==> config.mk <==
export PLATFORM = sky130hd
export DESIGN_NAME = dma_xfer_seq
export DESIGN_NICKNAME = d
export VERILOG_FILES = /design/src/rtl/dxs_pkg.sv /design/src/rtl/dxs_fifo.sv /design/src/rtl/dxs_pos.sv /design/src/rtl/dxs_ctrl.sv /design/src/rtl/dma_xfer_seq.sv
export SDC_FILE = /design/constraint.sdc
export NUM_CORES = 1
export LEC_CHECK = 0
export ABC_AREA = 1
export BUFFER_PORTS_ARGS = -buffer_cell sky130_fd_sc_hd__clkbuf_2
export CAP_MARGIN = 10
export CORE_MARGIN = 8
export CORE_UTILIZATION = 36
export DETAILED_ROUTE_END_ITERATION = 10
export PLACE_DENSITY = 0.57
export SETUP_SLACK_MARGIN = 0.1
export SLEW_MARGIN = 20
export SYNTH_ARGS = -nofsm -noshare
export SYNTH_HDL_FRONTEND = slang
export SYNTH_SLANG_ARGS = --single-unit
==> constraint.sdc <==
create_clock -name clk -period 6.9 [get_ports clk]
set_input_delay 1.38 -clock clk [delete_from_list [all_inputs] [get_ports clk]]
set_output_delay 1.38 -clock clk [all_outputs]
set_load 0.02 [all_outputs]
==> src/rtl/dxs_pkg.sv <==
package dxs_pkg;

    localparam int DATA_W = 8;

    typedef enum logic [1:0] {
        RES_NONE     = 2'b00,
        RES_NORMAL   = 2'b01,
        RES_ABNORMAL = 2'b10
    } result_e;

    typedef enum logic [1:0] {
        END_NONE = 2'b00,
        END_TC   = 2'b01,
        END_EOT  = 2'b10,
        END_FIFO = 2'b11
    } cause_e;

    typedef enum logic [1:0] {
        ST_IDLE  = 2'b00,
        ST_XFER  = 2'b01,
        ST_DRAIN = 2'b10
    } state_e;

    typedef struct packed {
        logic              flush;
        logic              push;
        logic              pop;
        logic [DATA_W-1:0] data;
    } fifo_op_t;

    // Level test against a threshold where zero behaves as one.
    function automatic logic meets_thr(input logic [7:0] level, input logic [7:0] thr);
        logic [7:0] eff;
        eff = (thr == 8'd0) ? 8'd1 : thr;
        return level >= eff;
    endfunction

endpackage

==> src/rtl/dxs_fifo.sv <==
module dxs_fifo
    import dxs_pkg::*;
#(
    parameter int DEPTH = 16
) (
    input  logic                           clk,
    input  logic                           rst,
    input  fifo_op_t                       op,
    output logic [DATA_W-1:0]              head,
    output logic [$clog2(DEPTH+1)-1:0]     count
);
    localparam int AW = (DEPTH > 1) ? $clog2(DEPTH) : 1;
    localparam int CW = $clog2(DEPTH + 1);

    logic [DATA_W-1:0] mem [DEPTH];
    logic [AW-1:0]     wr_p;
    logic [AW-1:0]     rd_p;
    logic              do_pop;
    logic              do_push;

    assign do_pop  = op.pop && (count != '0);
    assign do_push = op.push && ((count != CW'(DEPTH)) || do_pop);

    function automatic logic [AW-1:0] bump(input logic [AW-1:0] p);
        return (p == AW'(DEPTH - 1)) ? '0 : p + 1'b1;
    endfunction

    always_ff @(posedge clk) begin
        if (rst || op.flush) begin
            wr_p  <= '0;
            rd_p  <= '0;
            count <= '0;
        end else begin
            if (do_push) wr_p <= bump(wr_p);
            if (do_pop)  rd_p <= bump(rd_p);
            case ({do_push, do_pop})
                2'b10:   count <= count + 1'b1;
                2'b01:   count <= count - 1'b1;
                default: count <= count;
            endcase
        end
    end

    always_ff @(posedge clk) begin
        if (do_push && !op.flush) mem[wr_p] <= op.data;
    end

    assign head = (count == '0) ? '0 : mem[rd_p];

endmodule

==> src/rtl/dxs_pos.sv <==
module dxs_pos #(
    parameter int SECTOR_BYTES = 512,
    parameter int SW           = 8
) (
    input  logic          clk,
    input  logic          rst,
    input  logic          load,
    input  logic [SW-1:0] first,
    input  logic [SW-1:0] last,
    input  logic          step,
    output logic [SW-1:0] sector,
    output logic          at_last,
    output logic          on_eot
);
    localparam int BW = $clog2(SECTOR_BYTES);

    logic [BW-1:0] byte_q;
    logic [SW-1:0] eot_q;

    assign at_last = (byte_q == BW'(SECTOR_BYTES - 1));
    assign on_eot  = (sector == eot_q);

    always_ff @(posedge clk) begin
        if (rst) begin
            byte_q <= '0;
            sector <= '0;
            eot_q  <= '0;
        end else if (load) begin
            byte_q <= '0;
            sector <= first;
            eot_q  <= last;
        end else if (step) begin
            if (at_last) begin
                byte_q <= '0;
                if (!on_eot) sector <= sector + 1'b1;
            end else begin
                byte_q <= byte_q + 1'b1;
            end
        end
    end

endmodule

==> src/rtl/dxs_ctrl.sv <==
module dxs_ctrl
    import dxs_pkg::*;
#(
    parameter int DEPTH = 16
) (
    input  logic                        clk,
    input  logic                        rst,
    input  logic                        start,
    input  logic                        dir_write,
    input  logic [$clog2(DEPTH)-1:0]    thresh,
    input  logic                        host_strobe,
    input  logic                        dma_ack,
    input  logic                        tc,
    input  logic                        media_tick,
    input  logic [DATA_W-1:0]           host_wdata,
    input  logic [DATA_W-1:0]           media_rdata,
    input  logic [$clog2(DEPTH+1)-1:0]  fifo_cnt,
    input  logic                        at_last,
    input  logic                        on_eot,
    output fifo_op_t                    fop,
    output logic                        pos_step,
    output logic                        pos_load,
    output logic                        dma_req,
    output logic                        busy,
    output logic                        done,
    output result_e                     result,
    output cause_e                      cause,
    output logic                        dir_lat
);
    localparam int CW = $clog2(DEPTH + 1);
    localparam int TW = $clog2(DEPTH);

    state_e        st_q;
    logic          stop_q;
    logic          done_q;
    logic [TW-1:0] thr_q;
    result_e       res_q;
    cause_e        cause_q;

    logic          active, empty, full;
    logic [CW-1:0] level;
    logic          host_xfer, tc_hit, media_act, fault, edge_step;
    logic          fin, to_drain, accept;
    cause_e        why;

    assign active    = (st_q != ST_IDLE);
    assign empty     = (fifo_cnt == '0);
    assign full      = (fifo_cnt == CW'(DEPTH));
    assign level     = dir_lat ? (CW'(DEPTH) - fifo_cnt) : fifo_cnt;
    assign host_xfer = active && !stop_q && host_strobe && dma_ack;
    assign tc_hit    = active && !stop_q && tc && dma_ack;
    assign media_act = (st_q == ST_XFER) && media_tick;
    assign fault     = media_act && !stop_q && (dir_lat ? empty : full);
    assign edge_step = media_act && !fault && at_last;
    assign accept    = (st_q == ST_IDLE) && start;

    // Ending priority: FIFO fault, then host stop at a boundary, then end of track.
    always_comb begin
        fin = 1'b0;
        why = END_NONE;
        if (fault) begin
            fin = 1'b1;
            why = END_FIFO;
        end else if (edge_step && (stop_q || tc_hit)) begin
            fin = 1'b1;
            why = END_TC;
        end else if (edge_step && on_eot && dir_lat) begin
            fin = 1'b1;
            why = END_EOT;
        end else if ((st_q == ST_DRAIN) && tc_hit) begin
            fin = 1'b1;
            why = END_TC;
        end else if ((st_q == ST_DRAIN) && empty) begin
            fin = 1'b1;
            why = END_EOT;
        end
    end

    assign to_drain = edge_step && on_eot && !dir_lat && !fin;

    always_comb begin
        fop.flush = accept || fin || (!dir_lat && (tc_hit || stop_q));
        fop.push  = dir_lat ? host_xfer : (media_act && !stop_q && !fault);
        fop.pop   = dir_lat ? (media_act && !empty && !fault) : host_xfer;
        fop.data  = dir_lat ? host_wdata : media_rdata;
    end

    assign pos_step = media_act && !fault;
    assign pos_load = accept;

    assign dma_req = !stop_q &&
                     (((st_q == ST_XFER) && meets_thr(8'(level), 8'(thr_q))) ||
                      ((st_q == ST_DRAIN) && !empty));

    always_ff @(posedge clk) begin
        if (rst) begin
            st_q    <= ST_IDLE;
            dir_lat <= 1'b0;
            stop_q  <= 1'b0;
            thr_q   <= '0;
            done_q  <= 1'b0;
            res_q   <= RES_NONE;
            cause_q <= END_NONE;
        end else begin
            done_q <= fin;
            if (st_q == ST_IDLE) begin
                if (start) begin
                    st_q    <= ST_XFER;
                    dir_lat <= dir_write;
                    thr_q   <= thresh;
                    stop_q  <= 1'b0;
                    res_q   <= RES_NONE;
                    cause_q <= END_NONE;
                end
            end else if (fin) begin
                st_q    <= ST_IDLE;
                stop_q  <= 1'b0;
                res_q   <= RES_ABNORMAL;
                cause_q <= why;
            end else begin
                if (tc_hit)   stop_q <= 1'b1;
                if (to_drain) st_q   <= ST_DRAIN;
            end
        end
    end

    assign busy   = active;
    assign done   = done_q;
    assign result = res_q;
    assign cause  = cause_q;

endmodule

==> src/rtl/dma_xfer_seq.sv <==
module dma_xfer_seq
    import dxs_pkg::*;
#(
    parameter int DEPTH        = 16,
    parameter int SECTOR_BYTES = 512,
    parameter int SW           = 8
) (
    input  logic                      clk,
    input  logic                      rst,
    input  logic                      start,
    input  logic                      dir_write,
    input  logic [$clog2(DEPTH)-1:0]  thresh,
    input  logic [SW-1:0]             first_sector,
    input  logic [SW-1:0]             eot_sector,
    output logic                      dma_req,
    input  logic                      dma_ack,
    input  logic                      host_strobe,
    input  logic                      tc,
    input  logic [7:0]                host_wdata,
    output logic [7:0]                host_rdata,
    input  logic                      media_tick,
    input  logic [7:0]                media_rdata,
    output logic [7:0]                media_wdata,
    output logic                      busy,
    output logic                      done,
    output logic [1:0]                result,
    output logic [1:0]                cause,
    output logic [SW-1:0]             sector_now
);
    localparam int CW = $clog2(DEPTH + 1);

    fifo_op_t          fop;
    logic [DATA_W-1:0] fifo_head;
    logic [CW-1:0]     fifo_cnt;
    logic              pos_step, pos_load, at_last, on_eot;
    logic              dir_lat;
    result_e           res_e;
    cause_e            cause_v;

    dxs_fifo #(.DEPTH(DEPTH)) u_fifo (
        .clk   (clk),
        .rst   (rst),
        .op    (fop),
        .head  (fifo_head),
        .count (fifo_cnt)
    );

    dxs_pos #(.SECTOR_BYTES(SECTOR_BYTES), .SW(SW)) u_pos (
        .clk     (clk),
        .rst     (rst),
        .load    (pos_load),
        .first   (first_sector),
        .last    (eot_sector),
        .step    (pos_step),
        .sector  (sector_now),
        .at_last (at_last),
        .on_eot  (on_eot)
    );

    dxs_ctrl #(.DEPTH(DEPTH)) u_ctrl (
        .clk         (clk),
        .rst         (rst),
        .start       (start),
        .dir_write   (dir_write),
        .thresh      (thresh),
        .host_strobe (host_strobe),
        .dma_ack     (dma_ack),
        .tc          (tc),
        .media_tick  (media_tick),
        .host_wdata  (host_wdata),
        .media_rdata (media_rdata),
        .fifo_cnt    (fifo_cnt),
        .at_last     (at_last),
        .on_eot      (on_eot),
        .fop         (fop),
        .pos_step    (pos_step),
        .pos_load    (pos_load),
        .dma_req     (dma_req),
        .busy        (busy),
        .done        (done),
        .result      (res_e),
        .cause       (cause_v),
        .dir_lat     (dir_lat)
    );

    assign result      = res_e;
    assign cause       = cause_v;
    assign host_rdata  = fifo_head;
    assign media_wdata = dir_lat ? fifo_head : 8'h00;

endmodule

==> results.sh <==
export IMPL_leakage_nw=3.572
export IMPL_slew_headroom_pct=29.07
export IMPL_place_congestion=0.7927
export IMPL_ys_seq_area_share_pct=58.96
export IMPL_worst_pin_slew_ns=1.063
export IMPL_drv_slew=0
export IMPL_initial_utilization_pct=36.78
export IMPL_dp_hpwl_um=13040
export IMPL_critPathSlowestCell="inv_2"
export IMPL_hold_viol=0
export IMPL_clk_pin_slew_ns=0.07
export IMPL_ys_types=44
export IMPL_routedWlPerCell_um=16.49
export IMPL_clockRootBuffer="clkbuf_16"
export IMPL_powerDensity_nw_per_um2=263.3
export IMPL_die_h_um=168.3
export IMPL_grt_pass1_vias=5775
export IMPL_status="finished clean"
export IMPL_hp_class="reg -> reg"
export IMPL_clock_sinks=182
export IMPL_track_usage_pct=14.06
export IMPL_rsz0062_at_grt="no"
export IMPL_cts_buffers=17
export IMPL_ios=75
export IMPL_drtIter0Drc=448
export IMPL_syn_num_nets=911
export IMPL_post_cts_resized=0
export IMPL_rows=55
export IMPL_cts_hold_buf=0
export IMPL_routed_wl_um=19810
export IMPL_htreeDepth=4
export IMPL_grt_pass1_wl_um=31190
export IMPL_fin_skew_ns=0.01591
export IMPL_ys_seq_elements=182
export IMPL_finalPower_w=0.002499
export IMPL_max_cap_viol_count=0
export IMPL_post_cts_buffers=0
export IMPL_period_share_pct=63.66
export IMPL_critPathLaunchType="register"
export IMPL_syn_inst=847
export IMPL_finalSetupViolCount=0
export IMPL_clock_path_buffers=2
export IMPL_insertion_delay_ns=0.43
export IMPL_core_um2=22710
export IMPL_layout_drive_gt1_share_pct=17.03
export IMPL_nets=967
export IMPL_cts_tree="built"
export IMPL_end_kind="primary output"
export IMPL_drtAntennaViolNets=0
export IMPL_dieArea_um2=28330
export IMPL_n_antenna_cell=0
export IMPL_viasPerCell=5.023
export IMPL_path_class="reg -> out"
export IMPL_cp_max_fo=65
export IMPL_timing_hold_ws_ns=0.4701
export IMPL_nFillCells=2215
export IMPL_synth_cell_area_um2=8353
export IMPL_dr_pass1_iters=5
export IMPL_die_x_um=168.3
export IMPL_grt_overflow=0
export IMPL_vias=6033
export IMPL_worstPathCellList="buf_4 > inv_2 > o21ai_0 > o22ai_1 > o211ai_1 > nand2_1 > inv_1 > nor2_1 > clkbuf_2"
export IMPL_tns_ns=0
export IMPL_ir_drop_mv=0.1515
export IMPL_area_growth_pct=13.60
export IMPL_drc=0
export IMPL_fmax_mhz=227.6
export IMPL_antenna_found_initial=0
export IMPL_worst_ep_arrival_time_ns=3.01
export IMPL_io_buffer_count=73
export IMPL_cpPeakStageDelay_ns=0.84
export IMPL_min_period_ns=4.393
export IMPL_syn_area_per_cell_um2=9.862
export IMPL_grt_max_degree=66
export IMPL_cp_required_ns=5.52
export IMPL_yosys_warnings=0
worst max-delay path: cells and delay by family, from the launching register on:
kind	cells	cell delay (ns)
buffers and inverters	4	1.38
AO/OA/AOI/OAI	3	0.64
flip-flops	1	0.31
AND/OR/NAND/NOR	2	0.22
final timing paths:
kind	from	depth (start not counted)	endpoint	slack, ns
worst max-delay path	register	9	media_wdata[7]	2.51
worst min-delay path	u_pos.eot_q[2]	2	u_pos.eot_q[2]	0.47
worst max register to register	u_fifo.count[0]	23	u_fifo.count[4]	2.81
worst min register to register	u_pos.eot_q[2]	2	u_pos.eot_q[2]	0.47
synthesized netlist by cell type (all sizes together):
library cell	number	share of area, %
a211oi	1	0.090
dfxtp	54	13
buf	9	0.90
xnor2	2	0.21
fa	1	0.24
or2	1	0.075
nor2	142	6.8
a31oi	1	0.075
nor3	10	0.60
nor3b	2	0.18
a31o	1	0.10
ha	19	2.8
xor2	5	0.52
inv	73	3.3
nand4	7	0.75
o32ai	1	0.33
conb	1	0.045
a21oi	42	2.9
o22ai	8	0.60
clkinv	1	0.045
edfxtp	128	46
clkbuf	29	1.3
nand3	42	3.1
o211ai	8	0.72
o21ai	109	6.7
o221ai	24	2.5
nand2	124	6.0
o21a	2	0.18
state kept, by name, indices dropped and copies added, names as in the netlist, named ones only:
| name | flops |
|---|---|
| u_ctrl.st_q | 2 |
| u_ctrl.thr_q | 4 |
| u_ctrl.result | 1 |
| u_fifo.mem | 128 |
| u_ctrl.cause | 2 |
| u_fifo.count | 5 |
| u_pos.eot_q | 8 |
| u_ctrl.done | 1 |
| u_ctrl.dir_lat | 1 |
| u_pos.sector | 8 |
| u_ctrl.stop_q | 1 |
| u_fifo.wr_p | 4 |
| u_fifo.rd_p | 4 |
| u_pos.byte_q | 9 |
cells by family (layout without fill, tap and decap cells):
family          Yosys count  count (layout)  share of synthesized area (%)
xor+xnor                  7               7                         0.7340
simple gates            328             328                          17.47
compound gates          197             197                          14.16
buf+inv                 112             181                          5.557
fa+ha+maj                20              20                          3.086
flops                   182             182                          58.96
other cells               1               1                        0.04489
power by group:
group          internal (W)  switching, W
sequential          0.00121     0.0000260
clock              0.000483      0.000464
combinational     0.0000906      0.000220
cell type report:
class,instances,area [µm²],share of cell area [%]
clock buffers,17,425.4,4.483
well taps,285,356.6,3.758
flip-flops and latches,182,4926,51.91
repair buffers,75,380.4,4.008
clock inverters,15,151.4,1.595
multi-input cells,553,2969,31.29
inverters,74,280.3,2.954
metrics by stage:
| stage | std cells | utilization [%] | cell area [µm²] | setup slack [ns] |
|---|---|---|---|---|
| 6_report | 1201 | 41.79 | 9489 | 2.507 |
| 3_3_place_gp | 1169 | 39.22 | 8907 | 2.848 |
| 2_1_floorplan | 847 | - | 8353 | 3.519 |
| 4_1_cts | 1201 | 41.79 | 9489 | 2.476 |
| 3_5_place_dp | 1169 | 39.25 | 8912 | 2.783 |
| 5_1_grt | 1201 | 41.79 | 9489 | 2.255 |
placed cells by master, fill, tap and decap left out, types with 4 or more instances in the layout:
master and count:
nor3_1 9, clkbuf_2 73, edfxtp_1 128, clkbuf_16 17, o22ai_1 8, nand2_2 7, nand3_1 35, inv_2 12
nor2_2 4, o221ai_1 24, nand2_1 115, o211ai_1 8, inv_1 60, o21ai_0 104, xor2_1 5, ha_1 19
nor2_1 136, a21oi_2 5, inv_8 4, nand4_1 4, a21oi_1 36, nand3_2 5, inv_6 5, o21ai_1 4
dfxtp_1 53
per-layer routing:
layer | vias to the layer above | part of all wire, % | global-route usage [%]
li1 | 3047 | - | -
met4 | 0 | 1.0 | 3.766
met5 | - | 0 | 0
met3 | 19 | 6.7 | 3.344
met1 | 2804 | 46 | 18.78
met2 | 163 | 46 | 22.47
(Power assumes the default switching activity.)
